--- src/rtl/serial_rx_pkg.sv ---
package serial_rx_pkg;
  localparam int unsigned IDX_W = 10;

  localparam logic [IDX_W-1:0] IDX_IDENT  = 10'd0;
  localparam logic [IDX_W-1:0] IDX_DATA   = 10'd1;
  localparam logic [IDX_W-1:0] IDX_LEVEL  = 10'd2;
  localparam logic [IDX_W-1:0] IDX_IEN    = 10'd3;
  localparam logic [IDX_W-1:0] IDX_TXADDR = 10'd4;
  localparam logic [IDX_W-1:0] IDX_TXLEN  = 10'd5;
  localparam logic [IDX_W-1:0] IDX_RXADDR = 10'd6;
  localparam logic [IDX_W-1:0] IDX_RXLEN  = 10'd7;
  localparam logic [IDX_W-1:0] IDX_DEPTH  = 10'd8;

  localparam int unsigned IEN_W = 3;
  typedef struct packed {
    logic rx_done;   // bit 2
    logic tx_dma;    // bit 1
    logic fifo_data; // bit 0
  } ien_t;
endpackage

--- src/rtl/srx_ring_fifo.sv ---
module srx_ring_fifo #(
  parameter int unsigned DEPTH = 16,
  parameter int unsigned W     = 32,
  localparam int unsigned PW   = (DEPTH > 1) ? $clog2(DEPTH) : 1,
  localparam int unsigned CW   = $clog2(DEPTH + 1)
) (
  input  logic          clk,
  input  logic          rst_n,
  input  logic          push,
  input  logic [W-1:0]  push_data,
  input  logic          pop,
  output logic [W-1:0]  head,
  output logic [CW-1:0] count,
  output logic          full,
  output logic          empty
);
  logic [W-1:0]  mem [DEPTH];
  logic [PW-1:0] rd_pos_q, rd_pos_d;
  logic [CW-1:0] count_q, count_d;
  logic [PW:0]   slot_sum;
  logic [PW-1:0] wr_slot;

  // push slot = (read position + occupancy) modulo depth
  always_comb begin
    slot_sum = (PW+1)'(rd_pos_q) + (PW+1)'(count_q);
    if (slot_sum >= (PW+1)'(DEPTH)) slot_sum = slot_sum - (PW+1)'(DEPTH);
    wr_slot = slot_sum[PW-1:0];
  end

  always_comb begin
    rd_pos_d = rd_pos_q;
    count_d  = count_q;
    if (pop) begin
      rd_pos_d = (rd_pos_q == PW'(DEPTH - 1)) ? '0 : rd_pos_q + PW'(1);
    end
    unique case ({push, pop})
      2'b10:   count_d = count_q + CW'(1);
      2'b01:   count_d = count_q - CW'(1);
      default: count_d = count_q;
    endcase
  end

  always_ff @(posedge clk or negedge rst_n) begin
    if (!rst_n) begin
      rd_pos_q <= '0;
      count_q  <= '0;
    end else begin
      rd_pos_q <= rd_pos_d;
      count_q  <= count_d;
    end
  end

  always_ff @(posedge clk) begin
    if (push) mem[wr_slot] <= push_data;
  end

  assign head  = mem[rd_pos_q];
  assign count = count_q;
  assign full  = (count_q == CW'(DEPTH));
  assign empty = (count_q == '0);
endmodule

--- src/rtl/srx_rx_route.sv ---
module srx_rx_route #(
  parameter int unsigned AW = 32
) (
  input  logic          clk,
  input  logic          rst_n,
  input  logic          addr_we,
  input  logic          len_we,
  input  logic [AW-1:0] wdata,
  input  logic          rx_valid,
  input  logic          fifo_full,
  output logic          rx_ready,
  output logic          to_fifo,
  output logic          to_dma,
  output logic [AW-1:0] rem,
  output logic [AW-1:0] addr
);
  logic [AW-1:0] rem_q, rem_d, addr_q, addr_d;
  logic          rem_zero;

  assign rem_zero = (rem_q == '0);
  assign rx_ready = !rem_zero || !fifo_full;
  assign to_fifo  = rx_valid && rem_zero && !fifo_full;
  assign to_dma   = rx_valid && !rem_zero;

  always_comb begin
    rem_d  = rem_q;
    addr_d = addr_q;
    if (to_dma) begin
      rem_d  = rem_q - AW'(1);
      addr_d = addr_q + AW'(1);
    end
    if (len_we) rem_d = wdata;
    if (addr_we) begin
      rem_d  = '0;
      addr_d = wdata;
    end
  end

  always_ff @(posedge clk or negedge rst_n) begin
    if (!rst_n) begin
      rem_q  <= '0;
      addr_q <= '0;
    end else begin
      rem_q  <= rem_d;
      addr_q <= addr_d;
    end
  end

  assign rem  = rem_q;
  assign addr = addr_q;
endmodule

--- src/rtl/srx_irq_gen.sv ---
module srx_irq_gen
  import serial_rx_pkg::*;
(
  input  logic clk,
  input  logic rst_n,
  input  ien_t ien,
  input  logic fifo_nonempty,
  input  logic rx_rem_zero,
  output logic irq
);
  logic irq_q, irq_d;

  always_comb begin
    irq_d = (ien.fifo_data && fifo_nonempty)
         || ien.tx_dma
         || (ien.rx_done && rx_rem_zero);
  end

  always_ff @(posedge clk or negedge rst_n) begin
    if (!rst_n) irq_q <= 1'b0;
    else        irq_q <= irq_d;
  end

  assign irq = irq_q;
endmodule

--- src/rtl/serial_rx_port.sv ---
module serial_rx_port
  import serial_rx_pkg::*;
#(
  parameter int unsigned DEPTH    = 16,
  parameter logic [31:0] ID_VALUE = 32'h5E71_0001,
  localparam int unsigned DW      = 32,
  localparam int unsigned CW      = $clog2(DEPTH + 1)
) (
  input  logic          clk,
  input  logic          rst_n,
  input  logic          req_valid,
  output logic          req_ready,
  input  logic          req_write,
  input  logic [DW-1:0] req_addr,
  input  logic [DW-1:0] req_wdata,
  output logic          rsp_valid,
  output logic [DW-1:0] rsp_rdata,
  input  logic          rx_valid,
  input  logic [7:0]    rx_byte,
  output logic          rx_ready,
  output logic          tx_valid,
  output logic [7:0]    tx_byte,
  output logic          irq,
  output logic [DW-1:0] dma_tx_addr,
  output logic          dma_tx_go,
  output logic [DW-1:0] dma_tx_len,
  output logic [DW-1:0] dma_rx_addr,
  output logic [DW-1:0] dma_rx_remaining,
  output logic          dma_rx_valid,
  output logic [7:0]    dma_rx_byte
);
  // reset: asserted asynchronously, released after two clock edges
  logic [1:0] rst_pipe;
  logic       rst_q_n;
  always_ff @(posedge clk or negedge rst_n) begin
    if (!rst_n) rst_pipe <= 2'b00;
    else        rst_pipe <= {rst_pipe[0], 1'b1};
  end
  assign rst_q_n = rst_pipe[1];

  // decode
  logic             acc;
  logic [IDX_W-1:0] idx;
  logic             wr_ien, wr_txaddr, wr_txlen, wr_rxaddr, wr_rxlen;
  logic             data_wr_acc, data_rd_acc;
  logic             unused_addr_bits;

  assign req_ready        = 1'b1;
  assign acc              = req_valid;
  assign idx              = req_addr[11:2];
  assign unused_addr_bits = ^{req_addr[DW-1:12], req_addr[1:0]};
  assign wr_ien           = acc && req_write && (idx == IDX_IEN);
  assign wr_txaddr        = acc && req_write && (idx == IDX_TXADDR);
  assign wr_txlen         = acc && req_write && (idx == IDX_TXLEN);
  assign wr_rxaddr        = acc && req_write && (idx == IDX_RXADDR);
  assign wr_rxlen         = acc && req_write && (idx == IDX_RXLEN);
  assign data_wr_acc      = acc && req_write && (idx == IDX_DATA);
  assign data_rd_acc      = acc && !req_write && (idx == IDX_DATA);

  // FIFO and receive routing
  logic          fifo_push, fifo_pop, fifo_full, fifo_empty;
  logic [DW-1:0] fifo_head;
  logic [CW-1:0] fifo_cnt;
  logic [DW-1:0] rx_rem, rx_addr;

  assign fifo_pop = data_rd_acc && !fifo_empty;

  srx_ring_fifo #(.DEPTH(DEPTH), .W(DW)) u_fifo (
    .clk(clk), .rst_n(rst_q_n),
    .push(fifo_push), .push_data({24'h0, rx_byte}), .pop(fifo_pop),
    .head(fifo_head), .count(fifo_cnt), .full(fifo_full), .empty(fifo_empty)
  );

  srx_rx_route #(.AW(DW)) u_route (
    .clk(clk), .rst_n(rst_q_n),
    .addr_we(wr_rxaddr), .len_we(wr_rxlen), .wdata(req_wdata),
    .rx_valid(rx_valid), .fifo_full(fifo_full), .rx_ready(rx_ready),
    .to_fifo(fifo_push), .to_dma(dma_rx_valid),
    .rem(rx_rem), .addr(rx_addr)
  );

  assign dma_rx_byte      = rx_byte;
  assign dma_rx_addr      = rx_addr;
  assign dma_rx_remaining = rx_rem;

  // local registers
  ien_t          ien_q, ien_d;
  logic [DW-1:0] txaddr_q, txaddr_d, txlen_q, txlen_d;
  logic          go_q, go_d, txv_q, txv_d, rspv_q, rspv_d;
  logic [7:0]    txb_q, txb_d;
  logic [DW-1:0] rdat_q, rdat_d, rd_mux;

  always_comb begin
    unique case (idx)
      IDX_IDENT:  rd_mux = ID_VALUE;
      IDX_DATA:   rd_mux = fifo_empty ? '1 : fifo_head;
      IDX_LEVEL:  rd_mux = DW'(fifo_cnt);
      IDX_IEN:    rd_mux = DW'(ien_q);
      IDX_TXADDR: rd_mux = txaddr_q;
      IDX_TXLEN:  rd_mux = '0;
      IDX_RXADDR: rd_mux = rx_addr;
      IDX_RXLEN:  rd_mux = rx_rem;
      IDX_DEPTH:  rd_mux = DW'(DEPTH);
      default:    rd_mux = '0;
    endcase
  end

  always_comb begin
    ien_d    = wr_ien ? ien_t'(req_wdata[IEN_W-1:0]) : ien_q;
    txaddr_d = wr_txaddr ? req_wdata : txaddr_q;
    txlen_d  = wr_txlen ? req_wdata : txlen_q;
    go_d     = wr_txlen && (req_wdata != '0);
    txv_d    = data_wr_acc;
    txb_d    = data_wr_acc ? req_wdata[7:0] : txb_q;
    rspv_d   = acc;
    rdat_d   = (acc && !req_write) ? rd_mux : '0;
  end

  always_ff @(posedge clk or negedge rst_q_n) begin
    if (!rst_q_n) begin
      ien_q    <= '0;
      txaddr_q <= '0;
      txlen_q  <= '0;
      go_q     <= 1'b0;
      txv_q    <= 1'b0;
      txb_q    <= '0;
      rspv_q   <= 1'b0;
      rdat_q   <= '0;
    end else begin
      ien_q    <= ien_d;
      txaddr_q <= txaddr_d;
      txlen_q  <= txlen_d;
      go_q     <= go_d;
      txv_q    <= txv_d;
      txb_q    <= txb_d;
      rspv_q   <= rspv_d;
      rdat_q   <= rdat_d;
    end
  end

  srx_irq_gen u_irq (
    .clk(clk), .rst_n(rst_q_n), .ien(ien_q),
    .fifo_nonempty(!fifo_empty), .rx_rem_zero(rx_rem == '0), .irq(irq)
  );

  assign rsp_valid   = rspv_q;
  assign rsp_rdata   = rdat_q;
  assign tx_valid    = txv_q;
  assign tx_byte     = txb_q;
  assign dma_tx_addr = txaddr_q;
  assign dma_tx_go   = go_q;
  assign dma_tx_len  = txlen_q;
endmodule

--- config.mk ---
export PLATFORM = sky130hd
export DESIGN_NAME = serial_rx_port
export DESIGN_NICKNAME = d
export VERILOG_FILES = /design/src/rtl/serial_rx_pkg.sv /design/src/rtl/srx_ring_fifo.sv /design/src/rtl/srx_rx_route.sv /design/src/rtl/srx_irq_gen.sv /design/src/rtl/serial_rx_port.sv
export SDC_FILE = /design/constraint.sdc
export NUM_CORES = 1
export LEC_CHECK = 0
export BUFFER_PORTS_ARGS = -buffer_cell sky130_fd_sc_hd__buf_2
export CORE_UTILIZATION = 51
export CTS_CLUSTER_SIZE = 40
export DETAILED_ROUTE_END_ITERATION = 8
export GPL_ROUTABILITY_DRIVEN = 0
export PLACE_DENSITY = 0.72
export SLEW_MARGIN = 10
export SYNTH_ARGS = -nofsm -noshare
export SYNTH_HDL_FRONTEND = slang
export SYNTH_HIERARCHICAL = 1
export SYNTH_SLANG_ARGS = --single-unit
--- constraint.sdc ---
create_clock -name clk -period 5.5 [get_ports clk]
set_input_delay 1.1 -clock clk [delete_from_list [all_inputs] [get_ports clk]]
set_output_delay 1.1 -clock clk [all_outputs]
set_load 0.05 [all_outputs]
==> out/qor_table.md <==
| Quantity | Value |
|:---|:---|
| Result of the run | completed |
| Clock latency on the worst-skew pair | 0.61 ns |
| Data arrival time at the worst-slack endpoint | 4.90 ns |
| Critical Path Most Common Cell | sky130_fd_sc_hd__or3_1 |
| Highest clock rate | 217 MHz |
| Start-to-end type of the worst setup path | register to register |
| Setup repair after global routing missed its margin | false |
| Final hold slack | 0.267 ns |
| Synth cell count leaders | sky130_fd_sc_hd__edfxtp_1, sky130_fd_sc_hd__dfrtp_1, sky130_fd_sc_hd__mux2i_1 |
| VDD IR max | 0.296 mV |
| Layout Cell Area excl Fill | 35800 sq um |
| Slowest CP cell | sky130_fd_sc_hd__or4b_2 |
| Drt drc | 0 |
| Final hold violation count | 0 |
| Via count of the first global-routing pass | 19000 |
| Top cell type by total area after synthesis | sky130_fd_sc_hd__edfxtp_1 |
| Global-route usage over all layers | 25.7% |
| Detailed-placement wirelength estimate | 47800 um |
| Post-route clock skew | 0.0196 ns |
| Antenna violations before repair | 1 |
| Peak fanout along the critical path | 27 |
| Maximum level of the CTS H-tree | 3 |
| Area of the mapped netlist | 29900 sq um |
| Wire length of the first global-routing pass | 115000 um |
| Depth of the most critical reg-to-reg path | 8 |
| Leak Pwr | 13.5 nW |
| Power per Cell Area | 334 nW/um^2 |
| Required @ worst endpoint | 5.79 ns |
| Sequential power share | 49.9% |
| Worst setup slack before clock tree synthesis | 0.948 ns |
| Net load switching power | 2.98 mW |
| Aggregate global routing overflow | 0 |
| Setup violations, final | 0 |
| Clock sinks | 698 |
| Ordered cell list for the critical path | or4_4, or3_1, or4b_2, nor3_1, inv_1, or3_1, nor3_2, buf_12 |
| Maximum number of pins on one net before global-route repair | 131 |
| Net count reported at finish | 2560 |
| I/O pin cnt | 260 |
| Max-Slew Margin vs Limit | 25.9% |
| Part of the Yosys area used for sequential elements | 66.9% |
| Per-cell via count in the routed design | 5.77 |
| Predominant post-synthesis flop cell | sky130_fd_sc_hd__edfxtp_1 |
| Share of the cycle needed by the critical path after routing | 84.0% |
| EDFF count, synth | 512 |
| Most common cell in the netlist | sky130_fd_sc_hd__edfxtp_1 |
| Max stage delay on crit path | 0.68 ns |
| Library cell used as clock root buffer | sky130_fd_sc_hd__clkbuf_16 |
| Top cell type's share of synthesized area | 51.4% |
| Post-CTS setup buffers | 0 |
| Final antenna-violating net count | 0 |
| Tmin final | 4.62 ns |
| Combinational share of power | 8.9% |
| 1st-iter DRT viols | 2066 |
| Height of the die | 244 um |
| Crit end category | register |
| Count of standard-cell rows | 88 |
| Synthesis-to-layout area growth | 19.5% |
| Final worst-path setup slack | 0.882 ns |
| Final Slew Violations | 0 |
| Filler Cell Count | 4313 |
| Layout cell share with drive strength beyond 1 | 23.8% |
| Die Footprint | 59700 sq um |
| Type of the most critical hold path | input pin to asynchronous set/reset pin |
| Biggest area contributors in the synthesized netlist | sky130_fd_sc_hd__edfxtp_1, sky130_fd_sc_hd__dfrtp_1, sky130_fd_sc_hd__mux4_2 |
| Internal cell power | 8.96 mW |
| Resized cells post-CTS | 0 |
| Mean routed wirelength per cell | 23.0 um |
| Post-CTS Hold Fix Bufs | 0 |
| Clock Tree Buf Depth | 3 |
| Instance area after placement | 33400 sq um |
| Fraction of power consumed by the clock network | 41.3% |
| Number of CTS-inserted buffers | 72 |
| Routed WL | 75800 um |
| End-of-flow core utilization | 61.9% |
| Slew at the pin closest to its max-slew limit | 1.11 ns |
| Avg Synthesized Cell Area | 16.1 sq um |
| Detailed-route via count | 19000 |
| Yosys cell types | 86 |
| Synth Warn # | 6 |
| Number of violations of the max-capacitance limit | 0 |
| Starting utilization of the core area | 51.8% |
| Number of search-and-repair iterations in the first detailed-routing pass | 6 |
| Total negative slack for setup checks | 0 ns |
| Horizontal die dimension | 244 um |
| Register bit total from synthesis | 698 |
| Antenna cells | 0 |
| TritonCTS clock tree | done |
| Proportion of synthesized flip-flops having asynchronous set or reset | 26.6% |
| Nature of the critical path startpoint | register |
| Clock-pin slew on the worst setup and hold paths | 0.06 ns |
| Placeable core region | 57800 sq um |
| Gate count of the mapped netlist | 1857 |
| Switch share | 25.0% |
| Total of buffers placed on input and output ports | 236 |
power groups by stage:
stage	clock, mW	sequential, mW	combinational, mW
global placement	0	6.05	1.01
CTS	5.01	5.95	1.04
global route	5.20	5.98	1.12
finish	4.93	5.96	1.06
floorplan	0	6.34	0.418
detailed placement	0	6.06	1.03
final timing paths:
kind	startpoint	end	slack [ns]
min	rst_n	rst_pipe[1]$_DFF_PN0_	0.27
min reg2reg	rst_pipe[0]$_DFF_PN0_	rst_pipe[1]$_DFF_PN0_	0.36
max in group asynchronous	rst_pipe[1]$_DFF_PN0_	dma_tx_addr[6]$_DFFE_PN0P_	3.90
max	u_route/rem[8]$_DFFE_PN0P_	u_fifo/mem[12][3]$_DFFE_PP_	0.88
max reg2reg	u_route/rem[8]$_DFFE_PN0P_	u_fifo/mem[12][3]$_DFFE_PP_	0.88
min in group clk	rst_pipe[0]$_DFF_PN0_	rst_pipe[1]$_DFF_PN0_	0.36
worst max-delay path: cells and delay by family (launching register included):
family,cells,cell delay (ns)
buf+inv,2,0.45
flops,1,0.46
simple gates,6,3.36
registers in the layout (all words and copies together) (netlist names), 5 cells and up:
| signal | flops |
|---|---|
| dma_tx_addr | 32 |
| dma_tx_len | 32 |
| rsp_rdata | 32 |
| tx_byte | 8 |
| u_fifo/count | 5 |
| u_fifo/mem | 512 |
| u_route/addr | 32 |
| u_route/rem | 32 |
layer usage:
metal,vias to the layer above,global-route usage [%],wire (um)
li1,8344,-,-
met1,9573,33.8,29500
met2,885,43.5,37900
met3,169,4.21,5960
met4,0,8.71,2390
met5,-,0,0
cells in the final DEF (no fill, tap or decap), types with 8 or more instances in the layout:
cell type                   netlist  layout
sky130_fd_sc_hd__nand3_1         14      14
sky130_fd_sc_hd__nor2_1          80      76
sky130_fd_sc_hd__inv_1           13      12
sky130_fd_sc_hd__buf_2           29     236
sky130_fd_sc_hd__a21oi_1         29      29
sky130_fd_sc_hd__conb_1           2     386
sky130_fd_sc_hd__edfxtp_1       512     512
sky130_fd_sc_hd__clkinv_2         0      11
sky130_fd_sc_hd__nor4_1          27      27
sky130_fd_sc_hd__a32oi_1         34      34
sky130_fd_sc_hd__or3_1           29      29
sky130_fd_sc_hd__nand4_1         14      14
sky130_fd_sc_hd__xnor2_1         11      10
sky130_fd_sc_hd__clkinv_1         0      10
sky130_fd_sc_hd__dfrtp_1        186     182
sky130_fd_sc_hd__o21ai_0         59      59
sky130_fd_sc_hd__buf_4           16      45
sky130_fd_sc_hd__a311oi_1        23      23
sky130_fd_sc_hd__mux4_1          20      20
sky130_fd_sc_hd__mux4_2          77      77
sky130_fd_sc_hd__nor3_4           0      12
sky130_fd_sc_hd__clkbuf_1        55      17
sky130_fd_sc_hd__mux2i_1        132     132
sky130_fd_sc_hd__mux2_2          69      69
sky130_fd_sc_hd__ha_1            10      10
sky130_fd_sc_hd__or4_1           28      28
sky130_fd_sc_hd__o21ai_1         33      33
sky130_fd_sc_hd__nand2_1         62      62
sky130_fd_sc_hd__a31oi_1         27      27
sky130_fd_sc_hd__o2bb2ai_1       19      19
sky130_fd_sc_hd__nor3b_1          8       8
sky130_fd_sc_hd__o31ai_1         24      24
sky130_fd_sc_hd__clkbuf_16        0      74
sky130_fd_sc_hd__mux2_4           9       9
sky130_fd_sc_hd__a22oi_1         39      39
sky130_fd_sc_hd__bufinv_16        0       9
cell families after synthesis:
family          after synthesis  synth area share, %
mux                         307                 15.0
xor+xnor                     18                0.527
fa+ha+maj                    12                0.552
other cells                   2               0.0251
buf+inv                     145                 2.76
simple gates                344                 6.50
flops                       698                 66.9
compound gates              331                 7.71
per-stage QoR:
stage / cells / total power, mW
after floorplan: 2241 / 6.76
after global placement: 3162 / 7.06
after detailed placement: 3162 / 7.09
after CTS: 3290 / 12.0
after global routing: 3290 / 12.3
final: 3290 / 11.9
layout make-up:
type                    instances  area (sq um)  area share [%]
multi-input cells            1398         10700            29.9
well taps                     765           957            2.68
clock buffers                  92          1930            5.40
clock inverters                36           452            1.26
inverters                      15          56.3           0.157
repair buffers                286          1620            4.53
flip-flops and latches        698         20000            56.1
Power figures use the tool's default switching activity.
